`config.mk`:
```
export PLATFORM = sky130hd
export DESIGN_NAME = flash_chunk_seq
export DESIGN_NICKNAME = d
export VERILOG_FILES = /design/src/rtl/flash_seq_pkg.sv /design/src/rtl/flash_seq_decode.sv /design/src/rtl/flash_seq_pack.sv /design/src/rtl/flash_seq_unpack.sv /design/src/rtl/flash_chunk_seq.sv
export SDC_FILE = /design/constraint.sdc
export NUM_CORES = 1
export LEC_CHECK = 0
export ABC_AREA = 1
export CORE_MARGIN = 4
export CORE_UTILIZATION = 45
export CTS_CLUSTER_DIAMETER = 50
export DETAILED_ROUTE_END_ITERATION = 8
export PLACE_DENSITY_LB_ADDON = 0.05
export SYNTH_ARGS = -nofsm -noshare
export SYNTH_HDL_FRONTEND = slang
export SYNTH_SLANG_ARGS = --single-unit
```
`constraint.sdc`:
```
create_clock -name clk -period 6.1 [get_ports clk]
set_input_delay 0.915 -clock clk [delete_from_list [all_inputs] [get_ports clk]]
set_output_delay 0.915 -clock clk [all_outputs]
set_load 0.02 [all_outputs]
```
`src/rtl/flash_seq_pkg.sv`:
```
package flash_seq_pkg;
  localparam logic [7:0] OP_WREN  = 8'h06;
  localparam logic [7:0] OP_RDSR  = 8'h05;
  localparam logic [7:0] OP_PROG  = 8'h02;
  localparam logic [7:0] OP_READ  = 8'h03;
  localparam logic [7:0] OP_FREAD = 8'h0B;
  localparam int ADDR_BYTES = 3;
  localparam int BUSY_BIT   = 0;

  typedef enum logic [3:0] {
    S_IDLE, S_CHUNK, S_FILL, S_WREN_GO, S_WREN_WAIT, S_DATA_GO,
    S_DATA_WAIT, S_DRAIN, S_POLL_GO, S_POLL_WAIT, S_FINISH
  } seq_state_e;

  // Size of the next piece: never more than the cap.
  function automatic int unsigned take_bytes(int unsigned remaining, int unsigned cap);
    return (remaining > cap) ? cap : remaining;
  endfunction

  // Bytes sent after the opcode by a program command.
  function automatic int unsigned prog_tx_bytes(int unsigned n);
    return ADDR_BYTES + n;
  endfunction
endpackage

```
`src/rtl/flash_seq_decode.sv`:
```
module flash_seq_decode
  import flash_seq_pkg::*;
#(
  parameter int LEN_W = 16
) (
  input  logic [7:0]       opcode,
  input  logic [LEN_W-1:0] wr_len,
  input  logic [LEN_W-1:0] rd_len,
  output logic             is_prog,
  output logic             bad,
  output logic [7:0]       eng_op
);
  logic is_read;

  always_comb begin
    is_prog = (opcode == OP_PROG);
    is_read = (opcode == OP_READ) || (opcode == OP_FREAD);
    // a fast read becomes a plain read; no dummy byte goes out
    eng_op  = is_prog ? OP_PROG : OP_READ;
    bad     = !(is_prog || is_read)
            || (is_prog && (rd_len != '0))
            || (is_read && (wr_len != '0));
  end
endmodule

```
`src/rtl/flash_seq_pack.sv`:
```
module flash_seq_pack #(
  parameter int CHUNK_BYTES = 4,
  localparam int NW     = $clog2(CHUNK_BYTES + 1),
  localparam int WORD_W = CHUNK_BYTES * 8
) (
  input  logic              clk,
  input  logic              rst_n,
  input  logic              clear,
  input  logic              take,
  input  logic [7:0]        byte_in,
  output logic [WORD_W-1:0] word_out,
  output logic [NW-1:0]     count_out
);
  logic [WORD_W-1:0] word_q;
  logic [NW-1:0]     cnt_q;

  always_ff @(posedge clk or negedge rst_n) begin
    if (!rst_n) begin
      word_q <= '0;
      cnt_q  <= '0;
    end else if (clear) begin
      word_q <= '0;
      cnt_q  <= '0;
    end else if (take) begin
      for (int i = 0; i < CHUNK_BYTES; i++) begin
        if (cnt_q == NW'(i)) word_q[i*8 +: 8] <= byte_in;
      end
      cnt_q <= cnt_q + 1'b1;
    end
  end

  assign word_out  = word_q;
  assign count_out = cnt_q;
endmodule

```
`src/rtl/flash_seq_unpack.sv`:
```
module flash_seq_unpack #(
  parameter int CHUNK_BYTES = 4,
  localparam int NW     = $clog2(CHUNK_BYTES + 1),
  localparam int WORD_W = CHUNK_BYTES * 8
) (
  input  logic              clk,
  input  logic              rst_n,
  input  logic              load,
  input  logic [WORD_W-1:0] word_in,
  input  logic [NW-1:0]     count_in,
  input  logic              pop,
  output logic [7:0]        byte_out,
  output logic              empty
);
  logic [WORD_W-1:0] word_q;
  logic [NW-1:0]     left_q;

  always_ff @(posedge clk or negedge rst_n) begin
    if (!rst_n) begin
      word_q <= '0;
      left_q <= '0;
    end else if (load) begin
      word_q <= word_in;
      left_q <= count_in;
    end else if (pop && (left_q != '0)) begin
      word_q <= word_q >> 8;
      left_q <= left_q - 1'b1;
    end
  end

  assign byte_out = word_q[7:0];
  assign empty    = (left_q == '0);
endmodule

```
`src/rtl/flash_chunk_seq.sv`:
```
module flash_chunk_seq
  import flash_seq_pkg::*;
#(
  parameter int ADDR_W      = 24,
  parameter int LEN_W       = 16,
  parameter int CHUNK_BYTES = 4,
  localparam int NW     = $clog2(CHUNK_BYTES + 1),
  localparam int TXW    = $clog2(ADDR_BYTES + CHUNK_BYTES + 1),
  localparam int WORD_W = CHUNK_BYTES * 8
) (
  input  logic              clk,
  input  logic              rst_n,
  input  logic              req_valid,
  input  logic [7:0]        req_opcode,
  input  logic [ADDR_W-1:0] req_addr,
  input  logic [LEN_W-1:0]  req_wr_len,
  input  logic [LEN_W-1:0]  req_rd_len,
  output logic              done,
  output logic              done_err,
  input  logic              wdata_valid,
  input  logic [7:0]        wdata,
  output logic              wdata_ready,
  output logic              rdata_valid,
  output logic [7:0]        rdata,
  output logic              cmd_valid,
  input  logic              cmd_ready,
  output logic [7:0]        cmd_op,
  output logic [ADDR_W-1:0] cmd_addr,
  output logic [TXW-1:0]    cmd_tx_len,
  output logic [TXW-1:0]    cmd_rx_len,
  output logic [WORD_W-1:0] cmd_wdata,
  input  logic              eng_done,
  input  logic [WORD_W-1:0] eng_rdata
);
  seq_state_e        state_q;
  logic              prog_q;
  logic [7:0]        op_q;
  logic [ADDR_W-1:0] addr_q;
  logic [LEN_W-1:0]  rem_q;
  logic [NW-1:0]     chunk_n_q;
  logic              err_q;

  // decoder
  logic       dec_prog, dec_bad;
  logic [7:0] dec_op;

  flash_seq_decode #(.LEN_W(LEN_W)) u_decode (
    .opcode (req_opcode),
    .wr_len (req_wr_len),
    .rd_len (req_rd_len),
    .is_prog(dec_prog),
    .bad    (dec_bad),
    .eng_op (dec_op)
  );

  // named events
  logic req_take, cmd_fire, data_done_evt, poll_done_evt, poll_clear;
  logic fill_full, drain_end, chunk_end;
  logic [NW-1:0] next_take;
  logic [LEN_W-1:0] req_len;

  // write gathering and read draining
  logic [WORD_W-1:0] pack_word;
  logic [NW-1:0]     fill_cnt;
  logic              pack_clear, pack_take;
  logic [7:0]        unp_byte;
  logic              unp_empty, unp_load, unp_pop;

  flash_seq_pack #(.CHUNK_BYTES(CHUNK_BYTES)) u_pack (
    .clk      (clk),
    .rst_n    (rst_n),
    .clear    (pack_clear),
    .take     (pack_take),
    .byte_in  (wdata),
    .word_out (pack_word),
    .count_out(fill_cnt)
  );

  flash_seq_unpack #(.CHUNK_BYTES(CHUNK_BYTES)) u_unpack (
    .clk     (clk),
    .rst_n   (rst_n),
    .load    (unp_load),
    .word_in (eng_rdata),
    .count_in(chunk_n_q),
    .pop     (unp_pop),
    .byte_out(unp_byte),
    .empty   (unp_empty)
  );

  always_comb begin
    req_take      = (state_q == S_IDLE) && req_valid;
    req_len       = dec_prog ? req_wr_len : req_rd_len;
    cmd_fire      = cmd_valid && cmd_ready;
    data_done_evt = (state_q == S_DATA_WAIT) && eng_done;
    poll_done_evt = (state_q == S_POLL_WAIT) && eng_done;
    poll_clear    = poll_done_evt && !eng_rdata[BUSY_BIT];
    fill_full     = (state_q == S_FILL) && (fill_cnt == chunk_n_q);
    drain_end     = (state_q == S_DRAIN) && unp_empty;
    chunk_end     = poll_clear || drain_end;
    next_take     = NW'(take_bytes(32'(rem_q), CHUNK_BYTES));
    pack_clear    = (state_q == S_CHUNK);
    wdata_ready   = (state_q == S_FILL) && (fill_cnt < chunk_n_q);
    pack_take     = wdata_ready && wdata_valid;
    unp_load      = data_done_evt && !prog_q;
    rdata_valid   = (state_q == S_DRAIN) && !unp_empty;
    rdata         = unp_byte;
    unp_pop       = rdata_valid;
    done          = (state_q == S_FINISH);
    done_err      = done && err_q;
  end

  // command fields
  always_comb begin
    cmd_valid  = (state_q == S_WREN_GO) || (state_q == S_DATA_GO) || (state_q == S_POLL_GO);
    cmd_op     = 8'h00;
    cmd_tx_len = '0;
    cmd_rx_len = '0;
    cmd_wdata  = '0;
    cmd_addr   = addr_q;
    unique case (state_q)
      S_WREN_GO: cmd_op = OP_WREN;
      S_POLL_GO: begin
        cmd_op     = OP_RDSR;
        cmd_rx_len = TXW'(1);
      end
      S_DATA_GO: begin
        cmd_op = op_q;
        if (prog_q) begin
          cmd_tx_len = TXW'(prog_tx_bytes(32'(chunk_n_q)));
          cmd_wdata  = pack_word;
        end else begin
          cmd_tx_len = TXW'(ADDR_BYTES);
          cmd_rx_len = TXW'(chunk_n_q);
        end
      end
      default: ;
    endcase
  end

  always_ff @(posedge clk or negedge rst_n) begin
    if (!rst_n) begin
      state_q   <= S_IDLE;
      prog_q    <= 1'b0;
      op_q      <= 8'h00;
      addr_q    <= '0;
      rem_q     <= '0;
      chunk_n_q <= '0;
      err_q     <= 1'b0;
    end else begin
      unique case (state_q)
        S_IDLE: if (req_take) begin
          err_q <= dec_bad;
          if (dec_bad) begin
            state_q <= S_FINISH;
          end else begin
            prog_q  <= dec_prog;
            op_q    <= dec_op;
            addr_q  <= req_addr;
            rem_q   <= req_len;
            state_q <= S_CHUNK;
          end
        end
        S_CHUNK: begin
          chunk_n_q <= next_take;
          rem_q     <= rem_q - LEN_W'(next_take);
          state_q   <= prog_q ? S_FILL : S_DATA_GO;
        end
        S_FILL:      if (fill_full) state_q <= S_WREN_GO;
        S_WREN_GO:   if (cmd_fire) state_q <= S_WREN_WAIT;
        S_WREN_WAIT: if (eng_done) state_q <= S_DATA_GO;
        S_DATA_GO:   if (cmd_fire) state_q <= S_DATA_WAIT;
        S_DATA_WAIT: if (data_done_evt) begin
          addr_q  <= addr_q + ADDR_W'(chunk_n_q);
          state_q <= prog_q ? S_POLL_GO : S_DRAIN;
        end
        S_POLL_GO:   if (cmd_fire) state_q <= S_POLL_WAIT;
        S_POLL_WAIT: if (poll_done_evt && !poll_clear) state_q <= S_POLL_GO;
        S_FINISH:    state_q <= S_IDLE;
        default:     ;
      endcase
      if (chunk_end) state_q <= (rem_q == '0) ? S_FINISH : S_CHUNK;
    end
  end

  // assertions
  assert_cmd_hold_R4: assert property (@(posedge clk) disable iff (!rst_n)
    cmd_valid && !cmd_ready |=> cmd_valid && $stable(cmd_op) && $stable(cmd_addr) && $stable(cmd_wdata));

  assert_wren_shape_R5: assert property (@(posedge clk) disable iff (!rst_n)
    cmd_valid && (cmd_op == OP_WREN) |-> (cmd_tx_len == '0) && (cmd_rx_len == '0));

  assert_poll_shape_R6: assert property (@(posedge clk) disable iff (!rst_n)
    cmd_valid && (cmd_op == OP_RDSR) |-> (cmd_tx_len == '0) && (cmd_rx_len == TXW'(1)));

  assert_poll_repeat_R6: assert property (@(posedge clk) disable iff (!rst_n)
    poll_done_evt && eng_rdata[BUSY_BIT] |=> cmd_valid && (cmd_op == OP_RDSR));

  assert_read_shape_R8: assert property (@(posedge clk) disable iff (!rst_n)
    cmd_valid && (cmd_op == OP_READ) |-> (cmd_tx_len == TXW'(ADDR_BYTES)) && (cmd_rx_len <= TXW'(CHUNK_BYTES)));

  assert_no_fast_op_R9: assert property (@(posedge clk) disable iff (!rst_n)
    cmd_valid |-> (cmd_op != OP_FREAD));

  assert_reject_R2: assert property (@(posedge clk) disable iff (!rst_n)
    req_take && dec_bad |=> done && done_err);

  assert_done_pulse_R10: assert property (@(posedge clk) disable iff (!rst_n)
    done |=> !done);

  assert_stream_quiet_R11: assert property (@(posedge clk) disable iff (!rst_n)
    wdata_ready |-> !cmd_valid && !rdata_valid);
endmodule

```
==> results_tabular.tex <==
\begin{tabular}{lr}
\hline
Metric & Value \\
\hline
\multicolumn{2}{l}{\textbf{Worst setup path}} \\
WS Path Type & reg -> out \\
Buffers plus inverters on the worst setup path & 2 \\
Highest fanout seen on the critical path & 33 \\
Critical Path Source Type & register \\
Required time at the endpoint of the critical path & 5180 ps \\
Top delay family on crit path & simple AND/OR/NAND/NOR gates \\
Endpoint kind of the worst setup timing path & primary output \\
Crit path max-delay cell type & sky130\_fd\_sc\_hd\_\_clkdlybuf4s50\_1 \\
Worst EP arrival & 2990 ps \\
Critical path's most frequent cell & sky130\_fd\_sc\_hd\_\_nand2\_1 \\
Worst path cell trace & nor2\_2 -> nand2\_1 -> inv\_1 -> nand2\_1 -> nor2\_1 -> clkdlybuf4s50\_1 \\
Delay of the slowest critical-path stage & 640 ps \\
\multicolumn{2}{l}{\textbf{Cells and area}} \\
Ant. Diodes & 0 \\
Count of fill cells added during filler insertion & 1571 \\
Net count of the finished layout & 1368 \\
Area taken by multi-input logic gates & 3660 µm² \\
Fraction of layout cells with a size suffix above 1 & 0.0574 \\
Flip-flop and latch area & 3030 µm² \\
Area added between synthesis and finish & 33.8\% \\
Utilization after layout & 0.612 \\
\multicolumn{2}{l}{\textbf{Power and ir drop}} \\
Leakage power of the design & 0.00468 µW \\
Final Power & 4160 µW \\
Pwr/cell area & 412 nW/µm² \\
Worst IR drop on VDD & 0.304 mV \\
\multicolumn{2}{l}{\textbf{Timing}} \\
Post-layout minimum cycle time & 3900 ps \\
Worst clock skew on the final layout & 10.6 ps \\
Tcrit/Tclk final & 0.639 \\
Worst setup slack after layout & 2200 ps \\
Max Freq & 256 MHz \\
Total negative slack for setup checks & 0 ps \\
Fin. max-slew vios & 0 \\
RSZ-0062 raised after global routing & false \\
Hold violation total from the final report & 0 \\
Normalized max-slew margin & 0.310 \\
Worst-Margin Slew & 1030 ps \\
Number of endpoints failing setup at the final stage & 0 \\
\multicolumn{2}{l}{\textbf{Placement}} \\
Dpl hpwl & 16.2 mm \\
Total of buffers placed on input and output ports & 187 \\
Place WS & 2630 ps \\
GPL Wtd Cong & 0.886 \\
\multicolumn{2}{l}{\textbf{Floorplan}} \\
Die Wd & 138 µm \\
Area of the core & 16500 µm² \\
Area enclosed by the die boundary & 18900 µm² \\
Placement row count & 47 \\
Io pins & 193 \\
Die Ht & 138 µm \\
Initial core utilization & 0.457 \\
\multicolumn{2}{l}{\textbf{Clocking}} \\
Count of cells resized by post-cts repair & 0 \\
Clock-pin slew on the worst setup and hold paths & 60 ps \\
Number of buffers inserted by post-CTS setup repair & 0 \\
H-Tree Depth & 4 \\
Worst-Skew Late Latency & 420 ps \\
Cts bufs inserted & 17 \\
Clock root cell & sky130\_fd\_sc\_hd\_\_clkbuf\_16 \\
Sinks on Clock Net & 121 \\
Clock tree from TritonCTS & yes \\
Buffers from clock root to sink, at most & 2 \\
Hold Buf Count CTS & 0 \\
\multicolumn{2}{l}{\textbf{GRT}} \\
Remaining Overflow, GRT & 0 \\
Initial antenna violation count & 0 \\
GRT Resource Usage Total & 0.233 \\
Global-route wire length before repair & 35.0 mm \\
Via count of the first global-routing pass & 7073 \\
Maximum number of pins on one net before global-route repair & 68 \\
\multicolumn{2}{l}{\textbf{Synth}} \\
Sequential element share of the synthesized area & 0.401 \\
Most frequent cell after synthesis & sky130\_fd\_sc\_hd\_\_nand2\_1 \\
Number of enable flip-flop cells after synthesis & 0 \\
Flops \& latches, synth & 121 \\
Top area cells in the synthesized netlist & sky130\_fd\_sc\_hd\_\_dfrtp\_1 (40\%), sky130\_fd\_sc\_hd\_\_nand2\_1 (12\%), sky130\_fd\_sc\_hd\_\_inv\_1 (7.9\%) \\
Ys flop type & sky130\_fd\_sc\_hd\_\_dfrtp\_1 \\
Largest area contributor in the netlist & sky130\_fd\_sc\_hd\_\_dfrtp\_1 \\
Synth warnings & 0 \\
Distinct cell type count after synthesis & 39 \\
Synth Instances & 1076 \\
Ranking of synthesized cells by instance count & sky130\_fd\_sc\_hd\_\_nand2\_1 (236), sky130\_fd\_sc\_hd\_\_inv\_1 (159), sky130\_fd\_sc\_hd\_\_nor2\_1 (130), sky130\_fd\_sc\_hd\_\_dfrtp\_1 (121), sky130\_fd\_sc\_hd\_\_o21ai\_0 (111) \\
Post-synthesis area per instance & 7.02 µm² \\
Post-synth design cell area & 7560 µm² \\
Fraction of synthesized cell area taken by the top area cell type & 0.401 \\
Share of synthesized flip-flops with an asynchronous set or reset & 1.00 \\
\multicolumn{2}{l}{\textbf{Detailed routing}} \\
Number of iterations in the first detailed-routing pass & 5 \\
Via density per instance & 5.15 \\
Total length of routed wires & 22.0 mm \\
Number of DRC violations after detailed-routing iteration 0 & 394 \\
Routed wirelength normalized by instance count & 14.9 µm \\
Number of remaining DRC errors & 0 \\
Count of antenna-violating nets left after detailed routing & 0 \\
Overall via count from detail\_route & 7590 \\
\multicolumn{2}{l}{\textbf{Hold path}} \\
Class of the tightest hold or removal check & reg -> reg \\
\multicolumn{2}{l}{\textbf{Status}} \\
Status & complete, no violations \\
\multicolumn{2}{l}{\textbf{Job}} \\
Reported max-cap violation count & 0 \\
\hline
\end{tabular}
==> cells by family after synthesis <==
family,Yosys count,synth area share
simple gates,503,0.289
buf+inv,215,0.118
compound gates,211,0.155
flops,121,0.401
fa+ha+maj,16,0.0275
xor+xnor,9,0.0104
other cells,1,0.000496
==> per-stage QoR <==
step	cells	area [µm²]	hold WS [ps]
2_1_floorplan	1081	7580	420
3_3_place_gp	1443	9480	435
3_5_place_dp	1443	9480	437
4_1_cts	1475	10100	450
5_1_grt	1475	10100	460
6_report	1475	10100	447
==> power by group <==
part / switching (µW) / internal (µW) / total, µW
clock: 390 / 699 / 1090
combinational: 1060 / 653 / 1710
sequential: 234 / 1130 / 1370
total: 1680 / 2480 / 4160
==> routing by layer <==
layer | routed length (µm) | track usage | vias up
li1 | - | - | 3788
met5 | 0 | 0 | -
met3 | 1200 | 0.0416 | 33
met1 | 9770 | 0.315 | 3550
met2 | 10600 | 0.380 | 219
met4 | 416 | 0.0782 | 0
==> worst paths after layout <==
check,from,endpoint,slack [ps],cells past startpoint
max,state_q[3]$_DFFE_PN0P_,cmd_wdata[11],2200,6
min,op_q[1]$_DFFE_PN0P_,op_q[1]$_DFFE_PN0P_,450,2
max reg2reg,state_q[0]$_DFFE_PN0P_,u_unpack.word_q[16]$_DFFE_PN0P_,2880,10
min reg2reg,op_q[1]$_DFFE_PN0P_,op_q[1]$_DFFE_PN0P_,450,2
max in group asynchronous,rst_n,state_q[1]$_DFFE_PN0P_,4270,2
min in group asynchronous,rst_n,cmd_addr[10]$_DFFE_PN0P_,600,1
==> tightest hold or removal path: stages, from the launching register on <==
cell	delay, ps
sky130_fd_sc_hd__dfrtp_1	320
sky130_fd_sc_hd__inv_1	50
sky130_fd_sc_hd__nand2_1	50
==> final cells by class <==
| type | count | area share |
|---|---|---|
| multi-input combinational | 745 | 0.362 |
| sequential | 121 | 0.300 |
| timing repair buffer | 189 | 0.186 |
| inverter | 168 | 0.0624 |
| clock buffer | 19 | 0.0438 |
| tap | 220 | 0.0272 |
| clock inverter | 13 | 0.0188 |
==> placed cells by master (no fill, tap or decap), types with 3 or more instances in the layout <==
cell                              instances
sky130_fd_sc_hd__ha_1                    15
sky130_fd_sc_hd__nand4_1                 17
sky130_fd_sc_hd__nand2_2                  6
sky130_fd_sc_hd__clkbuf_16               17
sky130_fd_sc_hd__conb_1                   6
sky130_fd_sc_hd__a21oi_1                 36
sky130_fd_sc_hd__inv_2                    9
sky130_fd_sc_hd__o22ai_1                  3
sky130_fd_sc_hd__or2_2                    3
sky130_fd_sc_hd__o31ai_1                  3
sky130_fd_sc_hd__o221ai_1                10
sky130_fd_sc_hd__nand2_1                236
sky130_fd_sc_hd__o21ai_1                 24
sky130_fd_sc_hd__nand2_4                  3
sky130_fd_sc_hd__o211ai_1                18
sky130_fd_sc_hd__dfrtp_1                121
sky130_fd_sc_hd__buf_4                    3
sky130_fd_sc_hd__inv_6                    4
sky130_fd_sc_hd__nor2_2                   8
sky130_fd_sc_hd__o21a_1                   3
sky130_fd_sc_hd__o21ai_0                111
sky130_fd_sc_hd__inv_1                  159
sky130_fd_sc_hd__nand3_1                 73
sky130_fd_sc_hd__clkdlybuf4s50_1        186
sky130_fd_sc_hd__nor3_1                  17
sky130_fd_sc_hd__nor2_1                 130
sky130_fd_sc_hd__o21ai_2                  3
sky130_fd_sc_hd__bufinv_16                4
sky130_fd_sc_hd__xor2_1                   8
==> registers in the layout, summed over array words and instances, names as in the netlist <==
register	count
u_pack.word_out	32
chunk_n_q	3
prog_q	1
state_q	4
rem_q	16
cmd_addr	24
op_q	2
u_unpack.left_q	3
err_q	1
u_pack.count_out	3
u_unpack.word_q	32
(Power assumes the default switching activity.)
